$ cat src/rtl/seq_chain_trigger_pkg.sv
package seq_chain_trigger_pkg;

  // Controller states; encoding is free, no neighbour decodes it
  typedef enum logic [1:0] {
    ST_IDLE  = 2'd0,
    ST_LOAD  = 2'd1,
    ST_WAIT  = 2'd2,
    ST_FIRED = 2'd3
  } chain_state_e;

endpackage

$ cat src/rtl/trig_cond_fifo.sv
module trig_cond_fifo #(
  parameter int W = 8,
  parameter int P = 2
) (
  input  logic         clk,
  input  logic         rst_n,
  input  logic         push,
  input  logic [W-1:0] push_pat,
  input  logic [W-1:0] push_msk,
  input  logic         pop,
  output logic [W-1:0] head_pat,
  output logic [W-1:0] head_msk,
  output logic         empty,
  output logic         full
);
  localparam int DEPTH = 1 << P;
  localparam int EW    = 2 * W;

  logic [P:0]    wr_ptr, rd_ptr;
  logic [EW-1:0] slots [DEPTH];
  logic          do_push, do_pop;

  assign empty   = (wr_ptr == rd_ptr);
  assign full    = (wr_ptr[P] != rd_ptr[P]) && (wr_ptr[P-1:0] == rd_ptr[P-1:0]);
  assign do_push = push && !full;
  assign do_pop  = pop && !empty;

  always_ff @(posedge clk or negedge rst_n) begin
    if (!rst_n) begin
      wr_ptr <= '0;
      rd_ptr <= '0;
    end else begin
      if (do_push) wr_ptr <= wr_ptr + 1'b1;
      if (do_pop)  rd_ptr <= rd_ptr + 1'b1;
    end
  end

  // Storage carries no reset; only entries between the pointers are read
  always_ff @(posedge clk) begin
    if (do_push) slots[wr_ptr[P-1:0]] <= {push_pat, push_msk};
  end

  assign {head_pat, head_msk} = slots[rd_ptr[P-1:0]];

endmodule

$ cat src/rtl/trig_cond_match.sv
module trig_cond_match #(
  parameter int W = 8
) (
  input  logic [W-1:0] sense,
  input  logic [W-1:0] pattern,
  input  logic [W-1:0] mask,
  output logic         hit
);
  logic [W-1:0] bit_ok;

  for (genvar b = 0; b < W; b++) begin : g_bit
    assign bit_ok[b] = !mask[b] || (sense[b] == pattern[b]);
  end

  assign hit = &bit_ok;

endmodule

$ cat src/rtl/trig_chain_fsm.sv
module trig_chain_fsm
  import seq_chain_trigger_pkg::*;
(
  input  logic         clk,
  input  logic         rst_n,
  input  logic         q_empty,
  input  logic         hit,
  input  logic         enable,
  input  logic         force_req,
  input  logic         clear_req,
  output logic         take,
  output chain_state_e state
);
  chain_state_e nxt;

  always_comb begin
    nxt = state;
    case (state)
      ST_IDLE:  if (!q_empty) nxt = ST_LOAD;
      ST_LOAD:  nxt = ST_WAIT;
      ST_WAIT:  if (enable && hit) nxt = q_empty ? ST_FIRED : ST_LOAD;
      ST_FIRED: nxt = ST_FIRED;
      default:  nxt = ST_IDLE;
    endcase
    if (force_req) nxt = ST_FIRED;
    if (clear_req) nxt = ST_IDLE;
  end

  // A pair leaves the queue only when the load step really completes
  assign take = (state == ST_LOAD) && !force_req && !clear_req;

  always_ff @(posedge clk or negedge rst_n) begin
    if (!rst_n) state <= ST_IDLE;
    else        state <= nxt;
  end

endmodule

$ cat src/rtl/seq_chain_trigger.sv
module seq_chain_trigger
  import seq_chain_trigger_pkg::*;
#(
  parameter int TRIG_W = 8,
  parameter int FIFO_P = 2
) (
  input  logic              clk,
  input  logic              rst_n,
  input  logic              cfg_wr,
  input  logic [TRIG_W-1:0] cfg_pattern,
  input  logic [TRIG_W-1:0] cfg_mask,
  output logic              cfg_full,
  input  logic [TRIG_W-1:0] trig_in,
  input  logic              enable,
  input  logic              trig_force,
  input  logic              trig_rst,
  output logic              fired,
  output logic              armed
);
  logic [1:0]        rst_pipe;
  logic              rst_ok_n;
  logic [TRIG_W-1:0] head_pat, head_msk;
  logic [TRIG_W-1:0] cur_pat, cur_msk;
  logic              q_empty, take, hit;
  chain_state_e      state;

  // Asynchronous assertion, synchronous release
  always_ff @(posedge clk or negedge rst_n) begin
    if (!rst_n) rst_pipe <= '0;
    else        rst_pipe <= {rst_pipe[0], 1'b1};
  end
  assign rst_ok_n = rst_pipe[1];

  trig_cond_fifo #(.W(TRIG_W), .P(FIFO_P)) u_queue (
    .clk      (clk),
    .rst_n    (rst_ok_n),
    .push     (cfg_wr),
    .push_pat (cfg_pattern),
    .push_msk (cfg_mask),
    .pop      (take),
    .head_pat (head_pat),
    .head_msk (head_msk),
    .empty    (q_empty),
    .full     (cfg_full)
  );

  // Active condition, loaded with a clock enable on the take step
  always_ff @(posedge clk or negedge rst_ok_n) begin
    if (!rst_ok_n) begin
      cur_pat <= '0;
      cur_msk <= '0;
    end else if (take) begin
      cur_pat <= head_pat;
      cur_msk <= head_msk;
    end
  end

  trig_cond_match #(.W(TRIG_W)) u_match (
    .sense   (trig_in),
    .pattern (cur_pat),
    .mask    (cur_msk),
    .hit     (hit)
  );

  trig_chain_fsm u_fsm (
    .clk       (clk),
    .rst_n     (rst_ok_n),
    .q_empty   (q_empty),
    .hit       (hit),
    .enable    (enable),
    .force_req (trig_force),
    .clear_req (trig_rst),
    .take      (take),
    .state     (state)
  );

  // Force and clear reach the outputs without waiting for a clock edge
  assign fired = ((state == ST_FIRED) || trig_force) && !trig_rst;
  assign armed = (state == ST_WAIT) && !trig_force && !trig_rst;

endmodule

$ cat config.mk
export PLATFORM = sky130hd
export DESIGN_NAME = seq_chain_trigger
export DESIGN_NICKNAME = d
export VERILOG_FILES = /design/src/rtl/seq_chain_trigger_pkg.sv /design/src/rtl/trig_cond_fifo.sv /design/src/rtl/trig_cond_match.sv /design/src/rtl/trig_chain_fsm.sv /design/src/rtl/seq_chain_trigger.sv
export SDC_FILE = /design/constraint.sdc
export NUM_CORES = 1
export LEC_CHECK = 0
export CORE_ASPECT_RATIO = 1.25
export CORE_MARGIN = 3
export CORE_UTILIZATION = 34
export DETAILED_ROUTE_END_ITERATION = 6
export PLACE_DENSITY = 0.64
export SETUP_SLACK_MARGIN = 0.1
export SLEW_MARGIN = 20
export SYNTH_ARGS = -nofsm -noshare
export SYNTH_HDL_FRONTEND = slang
export SYNTH_SLANG_ARGS = --single-unit
$ cat constraint.sdc
create_clock -name clk -period 2.4 [get_ports clk]
set_clock_uncertainty 0.1 [all_clocks]
set_input_delay 0.48 -clock clk [delete_from_list [all_inputs] [get_ports clk]]
set_output_delay 0.48 -clock clk [all_outputs]
set_load 0.03 [all_outputs]
==> summary.txt, run 1 <==
Outcome: finished, final reports clean
Share of layout cells above drive strength 1: 27.7%
Post-Syn Instances: 181
Final Hold Viols: 0
Vias in the first global route: 1901
Core area: 10200 um^2
Max-cap viol count: 0
RR Endpoint: u_queue.slots[2][0]$_DFFE_PP_
CP startpoint kind: primary input
I/O Buffers: 32
Most common cell in the synthesized netlist: edfxtp_1
Clock root buffer: clkbuf_16
Filler cells: 911
Number of synthesized flops with an enable pin: 64
Max IR drop VDD: 0.456 mV
Worst path slowest cell: clkdlybuf4s50_1
Synth top cells by count: 64 x edfxtp_1, 26 x dfrtp_1, 16 x mux2_2, 16 x mux4_2, 11 x xor2_1
Placed Cells: 351
WL final: 6360 um
Fmax achieved: 461 MHz
Worst path top cell family by delay: buffers and inverters
Die extent in x: 97.6 um
CP cell instances: clkdlybuf4s50_1, nor4_1, buf_4
Max-slew violations: 0
Area Overhead vs Synth: 22.6%
Initial antenna violation count: 0
R2R setup slack: 600 ps
Crit-path max cell delay: 520 ps
CP endpoint kind: output port
ANT nets after route: 0
First-pass GRT wire length: 10300 um
Drt initial violations: 95
DRT Pass-1 Iters: 4
Syn Nets: 216
Crit Path Max Fanout: 5
Post-DP HPWL: 4450 um
Htree depth: 3
Mapped Area: 3570 um^2
# clock sinks: 90
Num CTS Buffers: 9
DIE AREA: 11800 um^2
Top cells by area, synth: edfxtp_1 54%, dfrtp_1 18%, mux4_2 10%, mux2_2 5.0%, xor2_1 2.7%
Mean Syn Cell Area: 19.7 um^2
Period utilization: 90.4%
Yosys Warn Count: 0
TritonCTS clock tree: built
Largest net degree at the start of global routing: 25
Final GP Congestion: 0.718
Worst Hold Class: flop to asynchronous set/reset pin
Total GRT Usage: 11.9%
Reg clk slew, reported paths: 60 ps
Post-CTS Resized: 0
Via count: 1764
Synth area leader: edfxtp_1
Effective utilization at floorplan: 35.1%
Final setup viols: 0
Async set-reset flop share out of synthesis: 28.9%
Nets: 268
Setup Buffers After CTS: 0
Synth top area share: 53.8%
Worst EP required: 1820 ps
Dominant synthesized flop cell: edfxtp_1
Min Tclk post-route: 2170 ps
Power density cells: 1140 nW/um^2
Clk Latency, worst-skew pair: 330 ps
Antenna Cells: 0
CP Class: primary input to output port
Worst r2r path cells: 5
Crit path buf inv count: 2
Num ports: 33
Seq/Total Area, Yosys: 72.1%
CTS Hold Bufs: 0
Number of remaining DRC errors: 0
Worst EP arrival: 1590 ps
Synth unique cells: 29
Site row count: 41
Die height: 121 um
Register bit count reported by yosys: 90
Detailed-route wire length per cell: 17.3 um
Worst reg2reg path startpoint: u_queue.wr_ptr[0]$_DFFE_PN0N_
GR Overflow Total: 0
Unrepaired setup endpoints after global routing: false
Vias per Instance: 4.81
Static Leakage: 1.59 nW
Fin cells: 367
TNS Setup: 0 ps
Max clock buf depth: 2
[through the flow]
| step | power, mW | setup WS, ps | hold slack, ps | utilization (%) | instance area (um^2) |
|---|---|---|---|---|---|
| after floorplan | 3.32 | 264 | 84.4 | - | 3570 |
| after global placement | 3.75 | 195 | 139 | 40.4 | 4100 |
| after detailed placement | 3.79 | 169 | 141 | 40.4 | 4100 |
| after CTS | 5.06 | 212 | 145 | 43.1 | 4380 |
| after global routing | 5.27 | 124 | 173 | 43.1 | 4380 |
| final | 4.98 | 230 | 128 | 43.1 | 4380 |
[registers in the layout, summed over array words and instances, names as in the netlist]
| register | flops |
|---|---|
| u_queue.wr_ptr | 3 |
| u_fsm.state | 2 |
| cur_pat | 8 |
| cur_msk | 8 |
| u_queue.rd_ptr | 3 |
| u_queue.slots | 64 |
| rst_pipe | 2 |
[layout make-up]
class | instances | area (um^2) | area share, %
inverters | 3 | 11.3 | 0.257
clock buffers | 11 | 243 | 5.55
clock inverters | 5 | 30.0 | 0.686
multi-input cells | 83 | 941 | 21.5
repair buffers | 46 | 418 | 9.55
flip-flops and latches | 90 | 2570 | 58.8
well taps | 129 | 161 | 3.69
[cells by family (layout without fill, tap and decap cells)]
kind of cell	count (synthesis)	count (layout)	share of synthesized area (%)
buf+inv	8	65	1.58
fa+ha+maj	5	5	1.75
xor+xnor	15	15	3.68
simple gates	20	20	3.72
compound gates	9	9	1.65
mux	33	33	15.5
flops	90	90	72.1
other cells	1	1	0.105
[worst reg2reg max path, cell delays in order, from the launching register on]
cell	delay [ps]
dfrtp_1	430
xnor2_1	160
and3_1	230
nor2b_4	200
and2_1	190
buf_4	210
[layout by cell type, fill, tap and decap left out, types with 2 or more instances in the layout]
cell             netlist  layout
nor2_1                 3       3
or3_1                  2       2
clkinv_2               0       2
dfrtp_1               26      26
clkdlybuf4s50_1        0      29
edfxtp_1              64      64
mux2_2                16      16
buf_4                  1      17
a22oi_1                3       3
a21oi_1                2       2
xnor2_1                4       4
mux4_2                16      16
xor2_1                11      11
inv_1                  3       3
and2_1                 4       4
ha_1                   5       5
nand2_1                5       5
clkbuf_16              0       9
[power by group]
group          leakage, nW  internal, mW  total, mW  switching [mW]
registers            0.899          2.13       2.31           0.184
logic                0.558         0.717       1.41           0.694
clock network        0.133         0.723       1.26           0.533
[how the worst max path moves through the flow]
| stage | end | slack [ps] | cells past startpoint | from |
|---|---|---|---|---|
| 2_1_floorplan | u_queue.slots[3][0]$_DFFE_PP_ | 260 | 5 | u_queue.rd_ptr[0]$_DFFE_PN0P_ |
| 3_3_place_gp | u_fsm.state[0]$_DFFE_PN0P_ | 200 | 6 | trig_in[6] |
| 3_5_place_dp | u_fsm.state[0]$_DFFE_PN0P_ | 170 | 6 | trig_in[6] |
| 4_1_cts | armed | 210 | 3 | trig_rst |
| 5_1_grt | armed | 120 | 3 | trig_rst |
| 6_report | armed | 230 | 3 | trig_rst |
[per-layer routing]
layer,track usage (%),part of all wire (%),vias up
met5,0,0,-
met4,6.84,2.9,0
met3,2.71,3.2,11
met2,19.8,51,35
met1,14.3,43,914
li1,-,-,804
(Power assumes the default switching activity.)
==> inputs of run 2 (changes only) <==
--- a/config.mk
+++ b/config.mk
@@ -5,13 +5,16 @@
 export SDC_FILE = /design/constraint.sdc
 export NUM_CORES = 1
 export LEC_CHECK = 0
+export CELL_PAD_IN_SITES_DETAIL_PLACEMENT = 1
+export CELL_PAD_IN_SITES_GLOBAL_PLACEMENT = 1
 export CORE_ASPECT_RATIO = 1.25
 export CORE_MARGIN = 3
 export CORE_UTILIZATION = 34
 export DETAILED_ROUTE_END_ITERATION = 6
-export PLACE_DENSITY = 0.64
+export PLACE_DENSITY = 0.7
 export SETUP_SLACK_MARGIN = 0.1
 export SLEW_MARGIN = 20
 export SYNTH_ARGS = -nofsm -noshare
 export SYNTH_HDL_FRONTEND = slang
 export SYNTH_SLANG_ARGS = --single-unit
+export TNS_END_PERCENT = 20
==> run 2 against run 1 <==
Compared with the run above: flip-flop and latch count stayed put; non-clock buffer count down 4; sequential share of layout area fell by 0.27 points; setup slack got worse by 67 ps; maximum frequency is 3.0% lower; largest power group unchanged; critical endpoint unchanged; highest routed layer unchanged.
==> summary.txt, run 2 (same netlist as run 1, synthesis figures left out) <==
Via count: 1763 (-0.057%)
Crit path buf inv count: 3 (+1)
Crit-path max cell delay: 470 ps (-50 ps)
Commonest non-fill, non-tap cells in the layout: 64 x edfxtp_1, 29 x clkdlybuf4s50_1, 26 x dfrtp_1, 16 x mux4_2, 16 x mux2_2
Most common cell after layout, fill and taps aside: edfxtp_1
Die height: 121 um (unchanged)
ANT nets after route: 0 (unchanged)
Clock root buffer: clkbuf_16
Max-slew violations: 0 (unchanged)
Period utilization: 93.2% (+2.8 points)
Area Overhead vs Synth: 23.2%
Final Hold Viols: 0 (unchanged)
DIE AREA: 11800 um^2 (unchanged)
Unrepaired setup endpoints after global routing: false
Fin worst setup slack: 163 ps (-67.4 ps)
CP endpoint kind: output port
Final GP Congestion: 0.705 (-1.8%)
Initial antenna violation count: 0 (unchanged)
Final setup viols: 0 (unchanged)
Max-cap viol count: 0 (unchanged)
First-pass GRT wire length: 10800 um (+5.2%)
Min Tclk post-route: 2240 ps (+67.4 ps)
Static Leakage: 1.59 nW (about the same)
CP Class: primary input to output port
Clk Latency, worst-skew pair: 330 ps (about the same)
I/O Buffers: 32 (unchanged)
DRT Pass-1 Iters: 4 (unchanged)
Power density cells: 1180 nW/um^2 (+3.4%)
Fmax achieved: 447 MHz (-3.0%)
Worst hold slack: 123 ps (-5.80 ps)
TritonCTS clock tree: built
Worst path top cell family by delay: buffers and inverters
Drt initial violations: 113 (+19%)
Largest register FFs: 64 (unchanged)
Htree depth: 3 (unchanged)
Vias in the first global route: 2025 (+6.5%)
Pre-CTS WS: 133 ps (-36.2 ps)
Placed Cells: 347 (-1.1%)
Number of remaining DRC errors: 0 (unchanged)
Crit Path Max Fanout: 4 (-1)
CP cell instances: clkdlybuf4s50_1, buf_4, nor4_1, buf_4
CP startpoint kind: primary input
GR Overflow Total: 0 (unchanged)
TNS Setup: 0 ps (unchanged)
Worst EP arrival: 1660 ps (+70 ps)
Num ports: 33 (unchanged)
Nets: 264 (-1.5%)
Reg clk slew, reported paths: 60 ps (about the same)
Worst path slowest cell: clkdlybuf4s50_1
WL final: 6700 um (+5.4%)
Max clock buf depth: 2 (unchanged)
Final Power: 5.18 mW (+3.9%)
Setup Buffers After CTS: 0 (unchanged)
Max IR drop VDD: 0.439 mV (-3.8%)
Site row count: 41 (unchanged)
Die extent in x: 97.6 um (unchanged)
Most used cell, CP: buf_4
Post-DP HPWL: 4480 um (+0.56%)
Post-CTS Resized: 0 (unchanged)
Total GRT Usage: 12.7% (+0.73 points)
Outcome: finished, final reports clean
Finished Cell Area: 4400 um^2 (+0.46%)
Post-layout util: 43.3% (+0.20 points)
CTS Hold Bufs: 0 (unchanged)
Core area: 10200 um^2 (unchanged)
Antenna Cells: 0 (unchanged)
Detailed-route wire length per cell: 18.5 um (+6.5%)
Worst EP required: 1820 ps (about the same)
Worst Hold Class: flop to asynchronous set/reset pin
Largest net degree at the start of global routing: 25 (unchanged)
Fin cells: 363 (-1.1%)
Num CTS Buffers: 9 (unchanged)
# clock sinks: 90 (unchanged)
Vias per Instance: 4.86 (+1.0%)
Placed Instance Area: 4090 um^2 (-0.43%)
Share of layout cells above drive strength 1: 26.1% (-1.7 points)
Effective utilization at floorplan: 35.1% (unchanged)
Filler cells: 995 (+9.2%)
-- run 2: worst register-to-register path, delay by kind of cell (launching register included) --
family / cells / cell delay (ps)
flip-flops: 1 / 430
buffers and inverters: 1 / 270
XOR/XNOR: 1 / 160
AND/OR/NAND/NOR: 3 / 580
-- run 2: per-layer routing --
metal  part of all wire, %  wire length, um  GRT usage, %
met1                    39             2590          13.8
met2                    55             3710          22.5
met3                   3.0              202          3.46
met4                   3.0              202          6.58
met5                     0                0             0
-- run 2: final cells by class --
cell class                 count  area [um^2]  share of cell area, %
timing repair buffer          42          400                   9.11
inverter                       3         11.3                  0.256
multi-input combinational     83          941                   21.4
clock buffer                  11          233                   5.29
tap                          129          161                   3.67
clock inverter                 5         77.6                   1.76
sequential                    90         2570                   58.5
-- run 2: path summary, 6_finish.rpt --
path	startpoint	to	slack, ps	cells past startpoint
worst min-delay path	rst_pipe[1]$_DFF_PN0_	u_queue.wr_ptr[1]$_DFFE_PN0N_	120	1
worst max register to register	u_queue.wr_ptr[0]$_DFFE_PN0N_	u_queue.slots[0][11]$_DFFE_PP_	540	5
worst min register to register	rst_pipe[1]$_DFF_PN0_	u_queue.wr_ptr[1]$_DFFE_PN0N_	120	1
max in group asynchronous	rst_pipe[1]$_DFF_PN0_	cur_pat[5]$_DFFE_PN0P_	1830	1
worst max-delay path	trig_rst	armed	160	4
min in group clk	rst_pipe[0]$_DFF_PN0_	rst_pipe[1]$_DFF_PN0_	250	0
-- run 2: report_power, final --
group	internal [mW]	total [mW]	switching [mW]
combinational	0.701	1.40	0.699
clock	0.910	1.46	0.546
sequential	2.13	2.32	0.191
total	3.74	5.18	1.44
